File: src/rtl/i2c_am_pkg.sv
package i2c_am_pkg;
  localparam int DEF_ADDR_W = 10;
  localparam int DEF_BYTE_W = 8;

  typedef enum logic [2:0] {
    ST_IDLE,   // no Start since reset or Stop
    ST_ADDR,   // next byte is the first address byte
    ST_LOW,    // 10-bit high byte matched (write), low byte expected
    ST_WR,     // addressed for writing
    ST_RD,     // addressed for reading
    ST_SKIP    // not addressed, wait for Start
  } am_state_e;
endpackage

File: src/rtl/i2c_am_compare.sv
module i2c_am_compare #(
  parameter int ADDR_W = 10,
  parameter int BYTE_W = 8
) (
  input  logic [BYTE_W-1:0] rx_byte,
  input  logic [ADDR_W-1:0] own_addr,
  output logic              match7,
  output logic              hi_match,
  output logic              lo_match,
  output logic              rw_bit
);
  localparam int HI_W  = ADDR_W - BYTE_W;
  localparam int PFX_W = BYTE_W - 1 - HI_W;
  localparam logic [PFX_W-1:0] PFX = {{(PFX_W-1){1'b1}}, 1'b0};

  always_comb begin
    rw_bit   = rx_byte[0];
    match7   = (rx_byte[BYTE_W-1:1] == own_addr[BYTE_W-2:0]);
    hi_match = (rx_byte[BYTE_W-1 -: PFX_W] == PFX) &&
               (rx_byte[HI_W:1] == own_addr[ADDR_W-1 -: HI_W]);
    lo_match = (rx_byte == own_addr[BYTE_W-1:0]);
  end
endmodule

File: src/rtl/i2c_am_seq.sv
module i2c_am_seq
  import i2c_am_pkg::*;
(
  input  logic clk,
  input  logic rst,
  input  logic mode10,
  input  logic start_evt,
  input  logic stop_evt,
  input  logic byte_valid,
  input  logic match7,
  input  logic hi_match,
  input  logic lo_match,
  input  logic rw_bit,
  output logic ack_valid,
  output logic ack_ok,
  output logic wr_req,
  output logic rd_req,
  output logic addressed,
  output logic prior_match
);
  am_state_e state;

  always_ff @(posedge clk) begin
    if (rst) begin
      state       <= ST_IDLE;
      prior_match <= 1'b0;
      ack_valid   <= 1'b0;
      ack_ok      <= 1'b0;
      wr_req      <= 1'b0;
      rd_req      <= 1'b0;
    end else begin
      ack_valid <= 1'b0;
      ack_ok    <= 1'b0;
      wr_req    <= 1'b0;
      rd_req    <= 1'b0;
      if (stop_evt) begin
        state       <= ST_IDLE;
        prior_match <= 1'b0;
      end else if (start_evt) begin
        state <= ST_ADDR;
      end else if (byte_valid) begin
        case (state)
          ST_ADDR: begin
            ack_valid <= 1'b1;
            if (!mode10) begin
              if (match7) begin
                ack_ok <= 1'b1;
                if (rw_bit) begin
                  rd_req <= 1'b1;
                  state  <= ST_RD;
                end else begin
                  wr_req <= 1'b1;
                  state  <= ST_WR;
                end
              end else begin
                state <= ST_SKIP;
              end
            end else if (!hi_match) begin
              prior_match <= 1'b0;
              state       <= ST_SKIP;
            end else if (!rw_bit) begin
              ack_ok      <= 1'b1;
              prior_match <= 1'b0;
              state       <= ST_LOW;
            end else if (prior_match) begin
              ack_ok <= 1'b1;
              rd_req <= 1'b1;
              state  <= ST_RD;
            end else begin
              state <= ST_SKIP;
            end
          end
          ST_LOW: begin
            ack_valid <= 1'b1;
            if (lo_match) begin
              ack_ok      <= 1'b1;
              wr_req      <= 1'b1;
              prior_match <= 1'b1;
              state       <= ST_WR;
            end else begin
              state <= ST_SKIP;
            end
          end
          default: ;
        endcase
      end
    end
  end

  assign addressed = (state == ST_WR) || (state == ST_RD);

  AST_REQ_EXCL: assert property (@(posedge clk) disable iff (rst)
    !(wr_req && rd_req)) else $error("both requests");
  AST_ACK_NEEDS_BYTE: assert property (@(posedge clk) disable iff (rst)
    ack_valid |-> $past(byte_valid)) else $error("ack w/o byte");
  AST_STOP_DROPS: assert property (@(posedge clk) disable iff (rst)
    stop_evt |=> (!addressed && !prior_match)) else $error("stop");
  AST_PRIOR_ON_WRITE: assert property (@(posedge clk) disable iff (rst)
    $rose(prior_match) |-> wr_req) else $error("prior rise");
  AST_READ_ACKED: assert property (@(posedge clk) disable iff (rst)
    rd_req |-> (ack_valid && ack_ok)) else $error("rd nack");
endmodule

File: src/rtl/i2c_am_hold.sv
module i2c_am_hold (
  input  logic clk,
  input  logic rst,
  input  logic start_evt,
  input  logic stop_evt,
  input  logic rd_req,
  input  logic hold_release,
  output logic clk_hold
);
  always_ff @(posedge clk) begin
    if (rst)                        clk_hold <= 1'b0;
    else if (stop_evt || start_evt) clk_hold <= 1'b0;
    else if (rd_req)                clk_hold <= 1'b1;
    else if (hold_release)          clk_hold <= 1'b0;
  end

  AST_HOLD_AFTER_READ: assert property (@(posedge clk) disable iff (rst)
    $rose(clk_hold) |-> $past(rd_req)) else $error("hold rise");
  AST_HOLD_DROP: assert property (@(posedge clk) disable iff (rst)
    (stop_evt || start_evt) |=> !clk_hold) else $error("hold drop");
endmodule

File: src/rtl/i2c_addr_matcher.sv
module i2c_addr_matcher
  import i2c_am_pkg::*;
#(
  parameter int ADDR_W = DEF_ADDR_W,
  parameter int BYTE_W = DEF_BYTE_W
) (
  input  logic              clk,
  input  logic              rst,
  input  logic              mode10,
  input  logic [ADDR_W-1:0] own_addr,
  input  logic              start_evt,
  input  logic              stop_evt,
  input  logic              byte_valid,
  input  logic [BYTE_W-1:0] rx_byte,
  input  logic              hold_release,
  output logic              ack_valid,
  output logic              ack_ok,
  output logic              wr_req,
  output logic              rd_req,
  output logic              addressed,
  output logic              prior_match,
  output logic              clk_hold
);
  logic match7, hi_match, lo_match, rw_bit;

  i2c_am_compare #(.ADDR_W(ADDR_W), .BYTE_W(BYTE_W)) u_cmp (
    .rx_byte(rx_byte), .own_addr(own_addr),
    .match7(match7), .hi_match(hi_match), .lo_match(lo_match), .rw_bit(rw_bit)
  );

  i2c_am_seq u_seq (
    .clk(clk), .rst(rst), .mode10(mode10),
    .start_evt(start_evt), .stop_evt(stop_evt), .byte_valid(byte_valid),
    .match7(match7), .hi_match(hi_match), .lo_match(lo_match), .rw_bit(rw_bit),
    .ack_valid(ack_valid), .ack_ok(ack_ok), .wr_req(wr_req), .rd_req(rd_req),
    .addressed(addressed), .prior_match(prior_match)
  );

  i2c_am_hold u_hold (
    .clk(clk), .rst(rst), .start_evt(start_evt), .stop_evt(stop_evt),
    .rd_req(rd_req), .hold_release(hold_release), .clk_hold(clk_hold)
  );

  AST_START_RESETS: assert property (@(posedge clk) disable iff (rst)
    (start_evt && !stop_evt) |=> !addressed) else $error("start");
endmodule

File: config.mk
export PLATFORM = sky130hd
export DESIGN_NAME = i2c_addr_matcher
export DESIGN_NICKNAME = d
export VERILOG_FILES = /design/src/rtl/i2c_am_pkg.sv /design/src/rtl/i2c_am_compare.sv /design/src/rtl/i2c_am_seq.sv /design/src/rtl/i2c_am_hold.sv /design/src/rtl/i2c_addr_matcher.sv
export SDC_FILE = /design/constraint.sdc
export NUM_CORES = 1
export LEC_CHECK = 0
export CAP_MARGIN = 20
export CORE_MARGIN = 4
export CORE_UTILIZATION = 36
export CTS_CLUSTER_DIAMETER = 100
export DETAILED_ROUTE_END_ITERATION = 12
export PLACE_DENSITY = 0.75
export SLEW_MARGIN = 15
export SYNTH_ARGS = -nofsm -noshare
export SYNTH_HDL_FRONTEND = slang
export SYNTH_HIERARCHICAL = 1
export SYNTH_SLANG_ARGS = --single-unit
File: constraint.sdc
create_clock -name clk -period 1.3 [get_ports clk]
set_input_delay 0.26 -clock clk [delete_from_list [all_inputs] [get_ports clk]]
set_output_delay 0.26 -clock clk [all_outputs]
set_load 0.01 [all_outputs]
# Word-level counts from Yosys, hierarchy flattened
# Cells that the tools add are included.
[classes]
eq_ne = 11
mux = 34
bitwise_logic = 3
n_reduce_logical = 16
[op_table]
columns = ["operator", "n"]
rows = [
  ["$mux 1", 24],
  ["$mux 3", 6],
  ["$eq 8x8->1", 1],
  ["$eq 7x7->1", 1],
  ["$eq 3x2->1 const B", 2],
  ["$pmux 1 s2", 3],
  ["$pmux 3 s2", 1],
  ["$reduce_and 6->1", 1],
  ["$reduce_bool 2->1", 3],
  ["$reduce_or 2->1", 3],
  ["$eq 5x5->1 const B", 1],
  ["$reduce_or 5->1", 1],
  ["$ne 2x2->1 const B", 2],
  ["$reduce_and 2->1", 2],
  ["$reduce_or 4->1", 1],
  ["$eq 3x1->1 const B", 1],
  ["$eq 3x3->1 const B", 1],
  ["$ne 3x3->1 const B", 1],
  ["$not 1->1", 3],
  ["$reduce_bool 3->1", 1],
  ["$reduce_or 3->1", 1],
  ["$eq 2x2->1", 1],
  ["$logic_or 1x1->1", 2],
  ["$logic_and 1x1->1", 1],
]
[word_totals]
ff_bits = 9
wordCells = 72

# Depth between registers and ports, before layout
[logic_depth]
depth_word = 7
mapped_depth = 7
ltp_nobuf = 7

# By module
# Netlist, hierarchy kept.
[modules_own_cells]
columns = ["mod", "n_inst", "cells_per_inst", "area_each_um2"]
rows = [
  ["i2c_am_seq", 1, 47, 419.2],
  ["i2c_am_compare", 1, 25, 210.2],
  ["i2c_am_hold", 1, 4, 43.8],
]

# Worst setup path after synthesis
# Ideal clock, no wire load.
[synth_timing]
kind = "input-to-reg"
start = "input port own_addr[9]"
end = "register u_seq.state[2]"
setup_ns = 0.115
arrival_time_ns = 1.319
path_slack_ns = -0.134
path_stages = 6
n_path_buf = 0
path_cell_list = "xor2_1 > nor4_2 > nand2_1 > a211oi_1 > nor3b_2 > o21a_1"
[synth_via]
elab_chain_cells = 5
[synth_lines]
columns = ["element", "line_no", "text"]
rows = [
  ["start: declaration", "i2c_addr_matcher.sv:10", "input logic [ADDR_W-1:0] own_addr,"],
  ["$eq 2x2->1", "i2c_am_compare.sv:20", "(rx_byte[HI_W:1] == own_addr[ADDR_W-1 -: HI_W]);"],
  ["$logic_and 1x1->1", "i2c_am_compare.sv:19", "hi_match = (rx_byte[BYTE_W-1 -: PFX_W] == PFX) &&"],
  ["net hi_match", "i2c_addr_matcher.sv:24", "logic match7, hi_match, lo_match, rw_bit;"],
  ["$mux 3", "i2c_am_seq.sv:58", "end else if (!hi_match) begin"],
  ["$mux 3", "i2c_am_seq.sv:45", "if (!mode10) begin"],
  ["$pmux 3 s2", "i2c_am_seq.sv:42", "case (state)"],
  ["end signal: assignment", "i2c_am_seq.sv:40", "state <= ST_ADDR;"],
  ["end signal: assignment", "i2c_am_seq.sv:50", "state <= ST_RD;"],
  ["end signal: assignment", "i2c_am_seq.sv:60", "state <= ST_SKIP;"],
  ["end: declaration", "i2c_am_seq.sv:21", "am_state_e state;"],
]
# The timed path passes the listed nets, and every way through them passes these cells.
# A chain may end at the register's enable or synchronous reset.

# Final worst setup path
[layout_timing]
start = "input port rx_byte[2]"
end = "register u_seq.state[2]"
[layout_lines]
columns = ["element", "line_no", "text"]
rows = [
  ["start: declaration", "i2c_addr_matcher.sv:14", "input logic [BYTE_W-1:0] rx_byte,"],
  ["$eq 7x7->1", "i2c_am_compare.sv:18", "match7 = (rx_byte[BYTE_W-1:1] == own_addr[BYTE_W-2:0]);"],
  ["net match7", "i2c_addr_matcher.sv:24", ""],
  ["$mux 3", "i2c_am_seq.sv:46", "if (match7) begin"],
  ["$mux 3", "i2c_am_seq.sv:45", ""],
  ["$pmux 3 s2", "i2c_am_seq.sv:42", ""],
  ["end signal: assignment", "i2c_am_seq.sv:40", ""],
  ["end signal: assignment", "i2c_am_seq.sv:50", ""],
  ["end signal: assignment", "i2c_am_seq.sv:53", "state <= ST_WR;"],
]
# The timed path passes the listed nets, and every way through them passes these cells.

==> impl_metrics.tcl <==
set metrics [dict create \
    status "finished, violations left" \
    violations_in_the_final_reports "setup timing" \
    critical_path_buf_inv_count 2 \
    timing.critical_path.arrival_ns 1.56 \
    fin_tns_setup_ns -0.266 \
    grt_util_all_layers_pct 17.9 \
    area_overhead_of_the_layout_relative_to_synthesis_pct 113 \
    placeableCoreArea_um2 1750 \
    portBuffers 31 \
    seq_area_um2 183 \
    power_frac_clock_pct 26.8 \
    grt_antenna_before_repair 0 \
    fin_total_pwr_uw 780 \
    grt_first_pass_wirelength_um 3550 \
    detailedRoute.firstPassIterationCount 4 \
    power_frac_seq_pct 36.1 \
    place_area_um2 1250 \
    wl_per_cell_um 13.1 \
    synth_fp_nets 101 \
    cts_tree "built" \
    detailed_place_hpwl_um 1700 \
    layout.filler_cells 113 \
    cts.reportedPaths.clkPinSlew_ns 0.06 \
    slew_headroom_pct 82.0 \
    die_h_um 51.2 \
    max_cap_viol_count 0 \
    synthesis.instances 76 \
    final_nets 171 \
    num_io_pins 32 \
    maxClockFrequency_mhz 712 \
    numCtsBuffers 3 \
    power_switching_uw 210 \
    syn-mean-instance-area_um2 8.86 \
    finalSetupViolCount 5 \
    internal_power_uw 570 \
    hold_viol 0 \
    die_area_um2 2630 \
    pin_count_of_the_biggest_net_entering_global_routing 7 \
    worst_skew_pair.late_latency_ns 0.26 \
    kind_of_cell_adding_the_most_delay_to_the_critical_path "simple AND/OR/NAND/NOR gates" \
    multi_input_comb_area_um2 646 \
    place_inst 163 \
    drt.antenna.violating_nets 0 \
    cts.sink_count 9 \
    data_required_time_of_the_critical_path_ns 1.45 \
    hold-worst-slack_ns 0.456 \
    cts_root_buffer "sky130_fd_sc_hd__clkbuf_4" \
    worst_ir_drop_vdd_mv 0.316 \
    synth_enable_flop_cells 0 \
    critical_path_peak_fanout 3 \
    clock_skew_ns 0.00943 \
    antennaDiodeCount 0 \
    drc_violation_count_after_routing 0 \
    critical_path_class "input pin to register" \
    initial_utilization_pct 38.6 \
    placement_rows 15 \
    grt.overflow.total 0 \
    worst-slew-pin-transition_ns 0.267 \
    crit_path_top_delay_cell "sky130_fd_sc_hd__nor4_2" \
    share_comb_of_total_power_pct 37.1 \
    netSwitchingFraction_pct 26.9 \
    vias 829 \
    yosys_register_bits 9 \
    viasPerCell 4.88 \
    cts_hold_buf 0 \
    layout.cell_area.non_filler_um2 1440 \
    routabilityCongestion 0.764 \
    synth_top_flop_cell "sky130_fd_sc_hd__dfxtp_1" \
    synth.lib_cells_used.distinct 29 \
    layout-drive-gt1-share_pct 58.6 \
    clock_path_buffers 2 \
    min-delay-path-class "register to register" \
    yosysSeqAreaShare_pct 26.8 \
    cpPeakStageDelay_ns 0.32 \
    first_global_vias 899 \
    crit_chain "buf_8 -> xor2_2 -> nor4_2 -> buf_4 -> nand2b_4 -> a211oi_2 -> nor3b_2 -> o21a_1" \
    netlist_area_before_placement_um2 673 \
    die_x_um 51.2 \
    critPathCaptureType "register" \
    static-leakage-power_nw 0.615 \
    finalWirelength_um 2230 \
    final_worst_path_setup_slack_ns -0.104 \
    cts_max_level 1 \
    yosys_warnings 6 \
    critical_path.startpoint_type "input pin" \
    drt-initial-drc-count 4 \
    synth-async-reset-ratio_pct 0 \
    final_core_utilization_pct 82.3 \
    cellPowerDensity_nw_per_um2 543 \
    dp_slack_ns -0.720 \
    min_period_ns 1.40 \
    rsz0062_at_grt "yes" \
    final-max-slew-violation-count 0 \
    period_share_pct 108 \
    post_layout_nonfiller_instances 170 \
]
-- per-layer routing --
layer / vias up / routed length (um) / global-route usage, %
met3: 4 / 182 / 4.66
met5: - / 0 / 0
met2: 34 / 1160 / 36.1
li1: 411 / - / -
met1: 380 / 856 / 16.8
met4: 0 / 34 / 6.55
-- sequential cells by signal, summed over array words and instances, names as in the netlist --
register and flops:
u_seq/ack_valid 1, u_seq/prior_match 1, u_seq/state 3, u_hold/clk_hold 1, u_seq/ack_ok 1, u_seq/wr_req 1
u_seq/rd_req 1
-- cells in the mapped netlist, types with 2 or more instances --
master / instances / area (um^2)
sky130_fd_sc_hd__dfxtp_1: 9 / 180
sky130_fd_sc_hd__xnor2_1: 12 / 105
sky130_fd_sc_hd__nor2b_1: 4 / 25.0
sky130_fd_sc_hd__o21a_1: 2 / 15.0
sky130_fd_sc_hd__xor2_1: 6 / 52.6
sky130_fd_sc_hd__nor4_2: 3 / 37.5
sky130_fd_sc_hd__nand4_1: 5 / 31.3
sky130_fd_sc_hd__nand2b_1: 2 / 12.5
sky130_fd_sc_hd__nor3_1: 2 / 10.0
sky130_fd_sc_hd__a211oi_1: 2 / 15.0
sky130_fd_sc_hd__nor2_1: 3 / 11.3
sky130_fd_sc_hd__nand2_1: 7 / 26.3
sky130_fd_sc_hd__nor3b_2: 3 / 37.5
-- layout by cell type (no fill, tap or decap), drive strengths merged --
| cell | count |
|---|---|
| a211oi | 3 |
| a21oi | 1 |
| a2bb2oi | 1 |
| a31oi | 1 |
| buf | 50 |
| clkbuf | 5 |
| clkdlybuf4s50 | 7 |
| dfxtp | 9 |
| dlygate4sd2 | 8 |
| inv | 1 |
| nand2 | 7 |
| nand2b | 2 |
| nand3 | 1 |
| nand3b | 2 |
| nand4 | 5 |
| nor2 | 3 |
| nor2b | 4 |
| nor3 | 3 |
| nor3b | 4 |
| nor4 | 4 |
| o21a | 2 |
| o21ai | 2 |
| o22ai | 1 |
| or3 | 1 |
| xnor2 | 12 |
| xor2 | 6 |
-- power groups by stage --
stage / clock network, mW / logic (mW) / registers [mW]
2_1_floorplan: 0 / 0.0786 / 0.288
3_3_place_gp: 0 / 0.243 / 0.286
3_5_place_dp: 0 / 0.249 / 0.286
4_1_cts: 0.218 / 0.254 / 0.281
5_1_grt: 0.242 / 0.307 / 0.282
6_report: 0.209 / 0.289 / 0.282
-- cell families (layout without fill, tap and decap cells) --
logic type                Yosys count  in the layout  synth area share (%)
and+or+nand+nor                    36             36                  36.4
xor gates and xnor gates           18             18                  23.4
AOI/OAI and AO/OA                  11             11                  11.7
DFF                                 9              9                  26.8
buffers and inverters               2             71                  1.67
-- timing repair --
action / CTS / global route
endpoints found under the setup margin: 14 / 8
pin swaps: 18 / 15
gates cloned: 0 / 0
setup buffers: 4 / 0
resized for setup: 86 / 28
-- worst paths after layout --
kind                                     from                      endpoint  slack, ns  depth (start not counted)
setup / recovery                   rx_byte[2]   u_seq/state[2]$_SDFFE_PP0P_      -0.10                          8
hold / removal        u_seq/rd_req$_SDFF_PP0_  u_hold/clk_hold$_SDFFE_PP0P_       0.46                          1
setup reg to reg  u_seq/state[2]$_SDFFE_PP0P_   u_seq/state[2]$_SDFFE_PP0P_      -0.06                          6
hold reg to reg       u_seq/rd_req$_SDFF_PP0_  u_hold/clk_hold$_SDFFE_PP0P_       0.46                          1
-- worst register-to-register path: stages, from the launching register on --
cell                       delay [ns]
sky130_fd_sc_hd__dfxtp_1         0.35
sky130_fd_sc_hd__buf_4           0.17
sky130_fd_sc_hd__nor3b_4         0.24
sky130_fd_sc_hd__buf_4           0.15
sky130_fd_sc_hd__a211oi_2        0.03
sky130_fd_sc_hd__nor3b_2         0.22
sky130_fd_sc_hd__o21a_1          0.14
-- final cells by class --
type / count / area share [%]
clock buffers: 4 / 1.83
well taps: 25 / 2.18
repair buffers: 66 / 38.1
multi-input cells: 65 / 44.9
flip-flops and latches: 9 / 12.7
inverters: 1 / 0.261
(Power assumes the default switching activity.)
